--- config.mk ---
export PLATFORM = sky130hd
export DESIGN_NAME = llk_loop_filter
export DESIGN_NICKNAME = d
export VERILOG_FILES = /design/src/rtl/llf_pkg.sv /design/src/rtl/llf_shift.sv /design/src/rtl/llf_gain_term.sv /design/src/rtl/llf_range_ctrl.sv /design/src/rtl/llf_accum.sv /design/src/rtl/llk_loop_filter.sv
export SDC_FILE = /design/constraint.sdc
export NUM_CORES = 1
export LEC_CHECK = 0
export BUFFER_PORTS_ARGS = -buffer_cell sky130_fd_sc_hd__buf_2
export CAP_MARGIN = 10
export CELL_PAD_IN_SITES_DETAIL_PLACEMENT = 1
export CELL_PAD_IN_SITES_GLOBAL_PLACEMENT = 1
export CORE_MARGIN = 2
export CORE_UTILIZATION = 48
export DETAILED_ROUTE_END_ITERATION = 10
export GPL_ROUTABILITY_DRIVEN = 0
export GPL_TIMING_DRIVEN = 0
export PLACE_DENSITY = 0.87
export SETUP_SLACK_MARGIN = 0.1
export SYNTH_ARGS = -nofsm -noshare
export SYNTH_HDL_FRONTEND = slang
export SYNTH_HIERARCHICAL = 1
export SYNTH_SLANG_ARGS = --single-unit
export TNS_END_PERCENT = 30
--- constraint.sdc ---
create_clock -name clk -period 16.8 [get_ports clk]
set_clock_uncertainty 0.15 [all_clocks]
set_input_delay 3.36 -clock clk [delete_from_list [all_inputs] [get_ports clk]]
set_output_delay 3.36 -clock clk [all_outputs]
set_load 0.02 [all_outputs]
--- src/rtl/llf_pkg.sv ---
package llf_pkg;

  localparam int LLF_NRANGE = 3;

  typedef enum logic [1:0] {
    RNG_WIDE   = 2'd0,
    RNG_MID    = 2'd1,
    RNG_NARROW = 2'd2
  } llf_range_e;

endpackage

--- src/rtl/llf_shift.sv ---
// Arithmetic barrel shifter: left by a variable exponent, then a fixed
// arithmetic right shift that removes the fractional scaling.
module llf_shift #(
  parameter int IN_W  = 21,
  parameter int EXP_W = 3,
  parameter int FRAC  = 8
) (
  input  logic signed [IN_W-1:0]                  din,
  input  logic        [EXP_W-1:0]                 sh,
  output logic signed [IN_W+(1<<EXP_W)-2:0]       dout
);
  localparam int SH_W = IN_W + (1 << EXP_W) - 1;

  logic signed [SH_W-1:0] stage [0:EXP_W];

  assign stage[0] = SH_W'(din);

  for (genvar k = 0; k < EXP_W; k++) begin : g_stage
    assign stage[k+1] = sh[k] ? (stage[k] <<< (1 << k)) : stage[k];
  end

  assign dout = stage[EXP_W] >>> FRAC;

endmodule

--- src/rtl/llf_gain_term.sv ---
// err * (mant * 2^exp) / 2^FRAC, floor rounding.
module llf_gain_term #(
  parameter int ERR_W  = 12,
  parameter int MANT_W = 8,
  parameter int EXP_W  = 3,
  parameter int FRAC   = 8
) (
  input  logic signed [ERR_W-1:0]                    err,
  input  logic        [MANT_W-1:0]                   mant,
  input  logic        [EXP_W-1:0]                    expo,
  output logic signed [ERR_W+MANT_W+(1<<EXP_W)-1:0]  term
);
  localparam int PROD_W = ERR_W + MANT_W + 1;

  logic signed [PROD_W-1:0] prod;

  assign prod = PROD_W'(err) * PROD_W'($signed({1'b0, mant}));

  llf_shift #(
    .IN_W (PROD_W),
    .EXP_W(EXP_W),
    .FRAC (FRAC)
  ) u_shift (
    .din (prod),
    .sh  (expo),
    .dout(term)
  );

endmodule

--- src/rtl/llf_range_ctrl.sv ---
// Bandwidth range scheduler driven by a run of quiet lines.
module llf_range_ctrl
  import llf_pkg::*;
#(
  parameter int ERR_W = 12,
  parameter int CNT_W = 8
) (
  input  logic                    clk,
  input  logic                    rst,
  input  logic                    stb,
  input  logic signed [ERR_W-1:0] err,
  input  logic        [ERR_W-1:0] thr,
  input  logic        [CNT_W-1:0] need,
  output llf_range_e              range_q
);
  logic [ERR_W-1:0] mag;
  logic             noisy;
  logic [CNT_W-1:0] cnt_q;
  logic [CNT_W:0]   cnt_inc;
  logic             run_done;

  assign mag      = err[ERR_W-1] ? (~err + 1'b1) : err;
  assign noisy    = mag > thr;
  assign cnt_inc  = {1'b0, cnt_q} + {{CNT_W{1'b0}}, 1'b1};
  assign run_done = cnt_inc >= {1'b0, need};

  always_ff @(posedge clk) begin
    if (rst) begin
      range_q <= RNG_WIDE;
      cnt_q   <= '0;
    end else if (stb) begin
      if (noisy) begin
        cnt_q <= '0;
        if (range_q != RNG_WIDE) range_q <= llf_range_e'(range_q - 2'd1);
      end else if (range_q != RNG_NARROW) begin
        if (run_done) begin
          range_q <= llf_range_e'(range_q + 2'd1);
          cnt_q   <= '0;
        end else begin
          cnt_q <= cnt_inc[CNT_W-1:0];
        end
      end else begin
        cnt_q <= '0;
      end
    end
  end

endmodule

--- src/rtl/llf_accum.sv ---
// Saturating integrator and output word assembly.
module llf_accum #(
  parameter int TERM_W = 28,
  parameter int INT_W  = 20,
  parameter int WORD_W = 16
) (
  input  logic                     clk,
  input  logic                     rst,
  input  logic                     stb,
  input  logic        [WORD_W-1:0] nominal,
  input  logic signed [TERM_W-1:0] pterm,
  input  logic signed [TERM_W-1:0] iterm,
  output logic        [WORD_W-1:0] word_q,
  output logic                     upd_q
);
  localparam int BIG_W = (TERM_W > INT_W) ? TERM_W : INT_W;
  localparam int ACC_W = BIG_W + WORD_W + 3;

  localparam logic signed [ACC_W-1:0] IMAX = {{(ACC_W-INT_W+1){1'b0}}, {(INT_W-1){1'b1}}};
  localparam logic signed [ACC_W-1:0] IMIN = {{(ACC_W-INT_W+1){1'b1}}, {(INT_W-1){1'b0}}};
  localparam logic signed [ACC_W-1:0] WMAX = {{(ACC_W-WORD_W){1'b0}}, {WORD_W{1'b1}}};

  logic signed [INT_W-1:0]  integ_q;
  logic signed [ACC_W-1:0]  isum;
  logic signed [ACC_W-1:0]  integ_n;
  logic signed [ACC_W-1:0]  wsum;
  logic        [WORD_W-1:0] word_n;

  always_comb begin
    isum = ACC_W'(integ_q) + ACC_W'(iterm);
    if (isum > IMAX)      integ_n = IMAX;
    else if (isum < IMIN) integ_n = IMIN;
    else                  integ_n = isum;

    wsum = ACC_W'($signed({1'b0, nominal})) + ACC_W'(pterm) + integ_n;
    if (wsum < 0)         word_n = '0;
    else if (wsum > WMAX) word_n = '1;
    else                  word_n = wsum[WORD_W-1:0];
  end

  always_ff @(posedge clk) begin
    if (rst) begin
      integ_q <= '0;
      word_q  <= '0;
      upd_q   <= 1'b0;
    end else begin
      upd_q <= stb;
      if (stb) begin
        integ_q <= integ_n[INT_W-1:0];
        word_q  <= word_n;
      end
    end
  end

endmodule

--- src/rtl/llk_loop_filter.sv ---
module llk_loop_filter
  import llf_pkg::*;
#(
  parameter int ERR_W  = 12,
  parameter int MANT_W = 8,
  parameter int EXP_W  = 3,
  parameter int FRAC   = 8,
  parameter int WORD_W = 16,
  parameter int INT_W  = 20,
  parameter int CNT_W  = 8
) (
  input  logic                           clk,
  input  logic                           rst,
  input  logic                           line_stb,
  input  logic signed [ERR_W-1:0]        phase_err,
  input  logic [WORD_W-1:0]              nominal_clks,
  input  logic [LLF_NRANGE*MANT_W-1:0]   prop_mant_all,
  input  logic [LLF_NRANGE*EXP_W-1:0]    prop_exp_all,
  input  logic [LLF_NRANGE*MANT_W-1:0]   integ_mant_all,
  input  logic [LLF_NRANGE*EXP_W-1:0]    integ_exp_all,
  input  logic [ERR_W-1:0]               quiet_thr,
  input  logic [CNT_W-1:0]               quiet_lines,
  output logic [WORD_W-1:0]              freq_word,
  output logic                           word_upd,
  output logic [1:0]                     range_o
);
  localparam int TERM_W = ERR_W + MANT_W + (1 << EXP_W);

  llf_range_e               cur_range;
  logic [MANT_W-1:0]        a_mant, b_mant;
  logic [EXP_W-1:0]         a_exp,  b_exp;
  logic signed [TERM_W-1:0] pterm,  iterm;

  assign a_mant = prop_mant_all [cur_range*MANT_W +: MANT_W];
  assign a_exp  = prop_exp_all  [cur_range*EXP_W  +: EXP_W];
  assign b_mant = integ_mant_all[cur_range*MANT_W +: MANT_W];
  assign b_exp  = integ_exp_all [cur_range*EXP_W  +: EXP_W];

  llf_gain_term #(
    .ERR_W(ERR_W), .MANT_W(MANT_W), .EXP_W(EXP_W), .FRAC(FRAC)
  ) u_prop (
    .err (phase_err),
    .mant(a_mant),
    .expo(a_exp),
    .term(pterm)
  );

  llf_gain_term #(
    .ERR_W(ERR_W), .MANT_W(MANT_W), .EXP_W(EXP_W), .FRAC(FRAC)
  ) u_integ (
    .err (phase_err),
    .mant(b_mant),
    .expo(b_exp),
    .term(iterm)
  );

  llf_accum #(
    .TERM_W(TERM_W), .INT_W(INT_W), .WORD_W(WORD_W)
  ) u_accum (
    .clk    (clk),
    .rst    (rst),
    .stb    (line_stb),
    .nominal(nominal_clks),
    .pterm  (pterm),
    .iterm  (iterm),
    .word_q (freq_word),
    .upd_q  (word_upd)
  );

  llf_range_ctrl #(
    .ERR_W(ERR_W), .CNT_W(CNT_W)
  ) u_range (
    .clk    (clk),
    .rst    (rst),
    .stb    (line_stb),
    .err    (phase_err),
    .thr    (quiet_thr),
    .need   (quiet_lines),
    .range_q(cur_range)
  );

  assign range_o = cur_range;

endmodule

==> results of run 1 <==
-- tightest hold or removal path, stage by stage (launching register included) --
cell and delay [ns]:
dfxtp_1 0.34, a32oi_1 0.06, o21ai_1 0.06
-- routing by layer --
metal	track usage, %	vias to the layer above	part of all wire (%)
met5	0	-	0
met4	10.7	0	3.6
met3	3.23	136	4.3
met2	54.3	442	51
met1	36.7	7777	41
li1	-	7130	-
-- worst paths after layout --
check / slack (ns) / from / cells past startpoint / endpoint
max: 0.78 / integ_mant_all[20] / 51 / u_accum/word_q[14]
min: 0.34 / u_accum/word_q[12] / 2 / u_accum/word_q[12]
max reg2reg: 2.90 / u_range/range_q[0] / 51 / u_accum/word_q[14]
min reg2reg: 0.34 / u_accum/word_q[12] / 2 / u_accum/word_q[12]
-- cell type report --
type,count,area (µm²)
Buffer,102,628
Sequential cell,47,941
Fill cell,4194,15600
Tap cell,448,561
Timing Repair Buffer,141,721
Clock buffer,5,125
Inverter,309,1160
Clock inverter,3,28.8
Multi-Input combinational cell,1548,13800
-- sequential cells by signal, summed over array words and instances (netlist names) --
register         cells
u_accum/upd_q        1
u_range/cnt_q        8
u_accum/integ_q     20
u_accum/word_q      16
u_range/range_q      2
-- per-stage QoR --
step	worst slack [ns]	std cells	instance area, µm²	TNS [ns]	hold slack [ns]
finish	0.777	2603	18000	0	0.339
global route	0.0437	2603	18000	0	0.368
CTS	0.291	2599	17900	0	0.346
detailed placement	-0.550	2591	17700	-7.76	0.325
global placement	-0.812	2589	17700	-12.11	0.321
floorplan	2.09	2006	16400	0	0.315
-- what timing repair did --
item                                    in CTS  in global routing
pin swaps                                    0                  2
resized for setup                            9                 29
buffers inserted                             0                  4
endpoints found under the setup margin      16                 16
==> impl_metrics.py, run 1 <==
metrics = {
    "worst_hold_path": {
        "min_path_type": "register to register",
    },
    "routing": {
        "wirelength_mm": 53.0,
        "drc": 0,
        "antenna_left": 0,
        "wl_per_cell_um": 20.3,
        "viasPerCell": 5.95,
        "vias": 15500,
        "dr.pass1.iters": 8,
        "drt_iter0_markers": 971,
    },
    "clocking": {
        "clock_latency_ns": 0.31,
        "cts_buffer_depth": 2,
        "cts_root_buf": "clkbuf_16",
        "clk_pin_slew_ns": 0.08,
        "cts_tree": "built",
        "cts_buffers": 5,
        "ctsHtreeMaxLevel": 2,
        "cts_sinks": 47,
        "cts_hold_buffers": 0,
    },
    "timing": {
        "setup_violations": 0,
        "tightest_slew_ns": 0.869,
        "maxSlewViolCount": 0,
        "post-route-period-util_pct": 95.4,
        "period_needed_ns": 16.02,
        "fmax_mhz": 62.4,
        "relSlewSlack_pct": 41.4,
        "hold_violations": 0,
        "rsz0062_at_grt": "no",
    },
    "global_route": {
        "grt_max_degree": 21,
        "grt_use_total_pct": 30.0,
        "grt_pass1_vias": 17000,
        "grt_first_pass_wirelength_mm": 86.6,
        "antenna_found_initial": 1,
        "overflow": 0,
    },
    "cells_and_area": {
        "final_common_cell": "inv_1",
        "fin_util_pct": 53.6,
        "final_nets": 2622,
        "syn_to_final_growth_pct": 9.45,
        "layout-drive-gt1-share_pct": 14.8,
        "final_cell_mix": "inv_1, nand2_1, ha_1, fa_1, buf_2",
        "antenna_cells": 0,
    },
    "setup_path": {
        "required_ns": 16.84,
        "critical_path_arrival_ns": 16.06,
        "path_delay_family": "adder cells",
        "worstSetupStartpointType": "input port",
        "end_kind": "register",
        "worstSetupPathType": "input port to register",
        "critPathBufInv": 11,
        "crit_fanout": 10,
        "cp_slowest_cell": "fa_1",
        "slowest_delay_ns": 0.57,
    },
    "floorplan": {
        "core_area_um2": 33600,
        "die_w_um": 189,
        "placementRows": 67,
        "fp.dieArea_um2": 35800,
        "start_util_pct": 48.9,
        "pin_count": 136,
        "die_h_um": 189,
    },
    "synth": {
        "syn_avg_cell_area_um2": 8.20,
        "netlist_instances": 2006,
        "syn_nets": 2474,
        "syn-cell-area_um2": 16400,
        "yosysWarnings": 6,
    },
    "place": {
        "io_buffer_count": 135,
        "dpl.hpwl_mm": 44.2,
    },
    "job": {
        "cap_violations": 0,
    },
    "run_status": {
        "status": "complete, no violations",
    },
}
Power of run 1 is left out: the tool's default activity adds up to more than one toggle a clock period on the data nets, which glitch-free logic cannot reach.
==> run 2, diff against run 1 <==
Settings changed: ABC_AREA set to 1, CORE_UTILIZATION 48 to 44, PLACE_DENSITY 0.87 to 0.86.
==> run 2 against run 1 <==
  * Cell count is 40% higher
  * First-iteration DRC count down 12%
  * Worst hold slack got worse by 0.023 ns
  * Clock-buffer cell count is 1 higher
  * Critical endpoint is now u_accum/word_q[5]
==> impl_metrics.py, run 2 <==
metrics = {
    "run_status": {
        "status": "complete, no violations",
    },
    "clocking": {
        "post_cts_resized": 0,
        "cts_buffers": 5,
        "clock_latency_ns": 0.31,
        "ctsHtreeMaxLevel": 2,
        "cts_buffer_depth": 2,
        "post_cts_buffers": 0,
        "cts_hold_buffers": 0,
        "cts_root_buf": "clkbuf_16",
        "clk_pin_slew_ns": 0.07,
        "cts_tree": "built",
        "cts_sinks": 47,
    },
    "worst_hold_path": {
        "min_path_type": "register to register",
    },
    "synth": {
        "netlist_instances": 2971,
        "syn-cell-area_um2": 17800,
        "syn_avg_cell_area_um2": 5.99,
        "yosysWarnings": 6,
        "syn_nets": 3439,
    },
    "floorplan": {
        "core_area_um2": 39800,
        "pin_count": 136,
        "fp.dieArea_um2": 42100,
        "die_h_um": 205,
        "die_w_um": 205,
        "placementRows": 73,
        "start_util_pct": 44.7,
    },
    "cells_and_area": {
        "largest-register": "u_accum/integ_q",
        "largest_register_ffs": 20,
        "final_cell_mix": "nand2_1, inv_1, nand3_1, ha_1, fa_1",
        "final_common_cell": "nand2_1",
        "syn_to_final_growth_pct": 8.27,
        "fillers": 5760,
        "fin_cells": 3637,
        "reg.largest.list": "u_accum/integ_q (20), u_accum/word_q (16), u_range/cnt_q (8)",
        "antenna_cells": 0,
        "final_nets": 3580,
        "layout-drive-gt1-share_pct": 8.97,
    },
    "routing": {
        "vias": 19000,
        "drc": 0,
        "wl_per_cell_um": 16.6,
        "antenna_left": 0,
        "wirelength_mm": 60.3,
        "dr.pass1.iters": 5,
        "drt_iter0_markers": 856,
        "viasPerCell": 5.23,
    },
    "timing": {
        "setup_tns_ns": 0,
        "period_needed_ns": 15.22,
        "relSlewSlack_pct": 43.1,
        "setup_violations": 0,
        "worst_hold_slack_ns": 0.316,
        "hold_violations": 0,
        "post-route-period-util_pct": 90.6,
        "tightest_slew_ns": 0.854,
        "maxSlewViolCount": 0,
        "rsz0062_at_grt": "no",
        "fmax_mhz": 65.7,
    },
    "setup_path": {
        "crit_top_cell": "nand2_1",
        "slowest_delay_ns": 0.60,
        "crit_fanout": 12,
        "worstSetupPathType": "input port to register",
        "cp_slowest_cell": "fa_1",
        "critical_path_arrival_ns": 15.23,
        "end_kind": "register",
        "required_ns": 16.81,
        "worstSetupStartpointType": "input port",
    },
    "global_route": {
        "grt_first_pass_wirelength_mm": 100,
        "grt_max_degree": 14,
        "grt_use_total_pct": 29.7,
        "grt_pass1_vias": 21000,
        "overflow": 0,
        "antenna_found_initial": 0,
    },
    "job": {
        "cap_violations": 0,
    },
    "place": {
        "dpl.hpwl_mm": 53.2,
        "io_buffer_count": 134,
        "dp_cells": 3630,
    },
}
run 2: cell count changes in the layout (fill, tap and decap cells not counted), sizes merged, moves of 79 or more:
cell,previous run,this run
nand3,25,257
nand2,210,1063
mux2i,79,0
inv,312,671
nor2,74,155
and2,101,9
run 2: cell type report:
cell class	instances	area, µm²	area share (%)
Multi-Input combinational cell	2146	13700	71.4
Inverter	673	2530	13.1
Sequential cell	47	941	4.89
Timing Repair Buffer	134	671	3.48
Tap cell	525	657	3.41
Buffer	105	576	2.99
Clock buffer	6	139	0.721
Clock inverter	1	5.00	0.0260
run 2: worst paths after layout:
| check | start | endpoint | slack (ns) | depth (start not counted) |
|---|---|---|---|---|
| worst max-delay path | integ_mant_all[9] | u_accum/word_q[5] | 1.58 | 65 |
| worst max register to register | u_range/range_q[0] | u_accum/word_q[5] | 3.58 | 65 |
| worst min-delay path | u_accum/word_q[10] | u_accum/word_q[10] | 0.32 | 2 |
| worst min register to register | u_accum/word_q[10] | u_accum/word_q[10] | 0.32 | 2 |
run 2: critical path: cells and delay by family:
family                     cells  cell delay [ns]
and+or+nand+nor               40             4.91
adders and majority gates      9             4.38
buffers and inverters         12             2.00
AOI/OAI and AO/OA              4             0.55
run 2: metal layers:
metal	track usage, %	up-vias	part of all wire [%]
met1	35.5	9302	42
met5	0	-	0
li1	-	9185	-
met2	54.3	392	50
met4	10.8	0	4.0
met3	3.63	141	4.2
run 2: per-stage QoR:
stage	instance area (µm²)	utilization, %	setup WS (ns)
after floorplan	17800	-	3.85
after global placement	19100	48.0	1.72
after detailed placement	19100	48.0	1.37
after CTS	19300	48.4	1.65
after global routing	19300	48.4	0.554
final	19300	48.4	1.58
Power of run 2 is left out for the same reason.
==> run 3, diff against run 2 <==
Settings changed: CORE_UTILIZATION 44 to 35, PLACE_DENSITY 0.86 to 0.72, TNS_END_PERCENT 30 to 50.
==> run 3 against run 2 <==
  * Maximum frequency decreased by 0.10%
  * Die area increased by 25%
  * Sequential share of layout area fell by 0.053 points
  * Worst hold slack gained 0.0033 ns
  * Sequential cell count stayed put
  * Global-route usage decreased by 7.0 points
  * Cell count is 4.1% higher
  * Worst setup slack lost 0.015 ns
  * Core utilization fell by 9.6 points
  * Non-clock buffer count unchanged
  * Critical path depth up 2
  * Routed wire length down 4.3%
==> impl_metrics.py, run 3 (synthesis results as in run 2) <==
metrics = {
    "cells_and_area": {
        "final_cell_mix": "nand2_1, inv_1, nand3_1, ha_1, fa_1",
        "reg.largest.list": "u_accum/integ_q (20), u_accum/word_q (16), u_range/cnt_q (8)",
        "syn_to_final_growth_pct": 9.46,
        "largest-register": "u_accum/integ_q",
        "largest_register_ffs": 20,
        "layout-drive-gt1-share_pct": 8.99,
        "antenna_cells": 0,
        "final_nets": 3580,
        "final_common_cell": "nand2_1",
    },
    "floorplan": {
        "die_w_um": 229,
        "pin_count": 136,
        "core_area_um2": 50200,
        "placementRows": 82,
        "start_util_pct": 35.5,
        "fp.dieArea_um2": 52600,
        "die_h_um": 229,
    },
    "place": {
        "io_buffer_count": 134,
        "dpl.hpwl_mm": 51.6,
    },
    "routing": {
        "drc": 0,
        "viasPerCell": 4.86,
        "wirelength_mm": 57.7,
        "vias": 18400,
        "drt_iter0_markers": 737,
        "wl_per_cell_um": 15.3,
        "antenna_left": 0,
        "dr.pass1.iters": 5,
    },
    "clocking": {
        "cts_buffers": 5,
        "cts_root_buf": "clkbuf_16",
        "post_cts_buffers": 0,
        "cts_sinks": 47,
        "clock_latency_ns": 0.32,
        "ctsHtreeMaxLevel": 2,
        "post_cts_resized": 0,
        "cts_tree": "built",
        "clk_pin_slew_ns": 0.08,
        "cts_hold_buffers": 0,
        "cts_buffer_depth": 2,
    },
    "global_route": {
        "antenna_found_initial": 0,
        "grt_max_degree": 17,
        "overflow": 0,
        "grt_pass1_vias": 20000,
        "grt_use_total_pct": 22.7,
        "grt_first_pass_wirelength_mm": 98.1,
    },
    "timing": {
        "setup_violations": 0,
        "tightest_slew_ns": 0.764,
        "maxSlewViolCount": 0,
        "relSlewSlack_pct": 49.1,
        "period_needed_ns": 15.24,
        "hold_violations": 0,
        "post-route-period-util_pct": 90.7,
        "fmax_mhz": 65.6,
        "setup_tns_ns": 0,
        "rsz0062_at_grt": "no",
    },
    "setup_path": {
        "rrSetupSlack_ns": 3.45,
        "worstSetupPathType": "input port to register",
        "slowest_delay_ns": 0.81,
        "cp_slowest_cell": "fa_1",
        "required_ns": 16.83,
        "crit_top_cell": "nand2_1",
        "critical_path_arrival_ns": 15.27,
        "worstSetupStartpointType": "input port",
        "end_kind": "register",
        "crit_fanout": 12,
    },
    "job": {
        "cap_violations": 0,
    },
    "worst_hold_path": {
        "min_path_type": "register to register",
    },
    "run_status": {
        "status": "complete, no violations",
    },
}
run 3: cell count changes in the layout (fill, tap and decap cells not counted), sizes merged:
cell,before,now
clkbuf,39,38
bufinv,0,1
clkinvlp,0,1
clkinv,3,2
inv,671,672
run 3: stage by stage:
step | cells | setup slack (ns) | cell area, µm² | hold slack, ns | utilization [%]
finish | 3785 | 1.56 | 19500 | 0.319 | 38.8
global route | 3785 | 0.336 | 19500 | 0.340 | 38.8
CTS | 3785 | 1.51 | 19500 | 0.322 | 38.8
detailed placement | 3777 | 1.20 | 19300 | 0.309 | 38.5
global placement | 3777 | 1.47 | 19300 | 0.300 | 38.5
floorplan | 2971 | 3.85 | 17800 | 0.308 | -
run 3: worst max-delay path, delay by kind of cell:
family	cells	cell delay, ns
buffers and inverters	11	1.67
and+or+nand+nor	42	4.77
adders and majority gates	9	4.71
AOI/OAI and AO/OA	5	0.74
run 3: layout make-up:
class                      count  area, µm²
inverter                     673       2530
buffer                       105        576
timing repair buffer         134        671
clock buffer                   5        125
tap                          672        841
sequential                    47        941
multi-input combinational   2146      13700
clock inverter                 3       46.3
fill                        6889      30700
run 3: final timing paths:
| kind | startpoint | end | cells after the start |
|---|---|---|---|
| worst max-delay path | integ_mant_all[1] | u_accum/word_q[11] | 67 |
| worst min-delay path | u_accum/word_q[1] | u_accum/word_q[1] | 2 |
| worst max register to register | u_range/range_q[0] | u_accum/word_q[11] | 66 |
| worst min register to register | u_accum/word_q[1] | u_accum/word_q[1] | 2 |
run 3: routing by layer:
metal	part of all wire (%)	wire, µm	track usage, %	vias up
li1	-	-	-	9185
met1	46	26700	29.5	8888
met2	48	27900	40.4	263
met3	2.7	1530	1.43	70
met4	2.9	1660	6.17	0
met5	0	0	0	-
Power of run 3 is left out for the same reason.
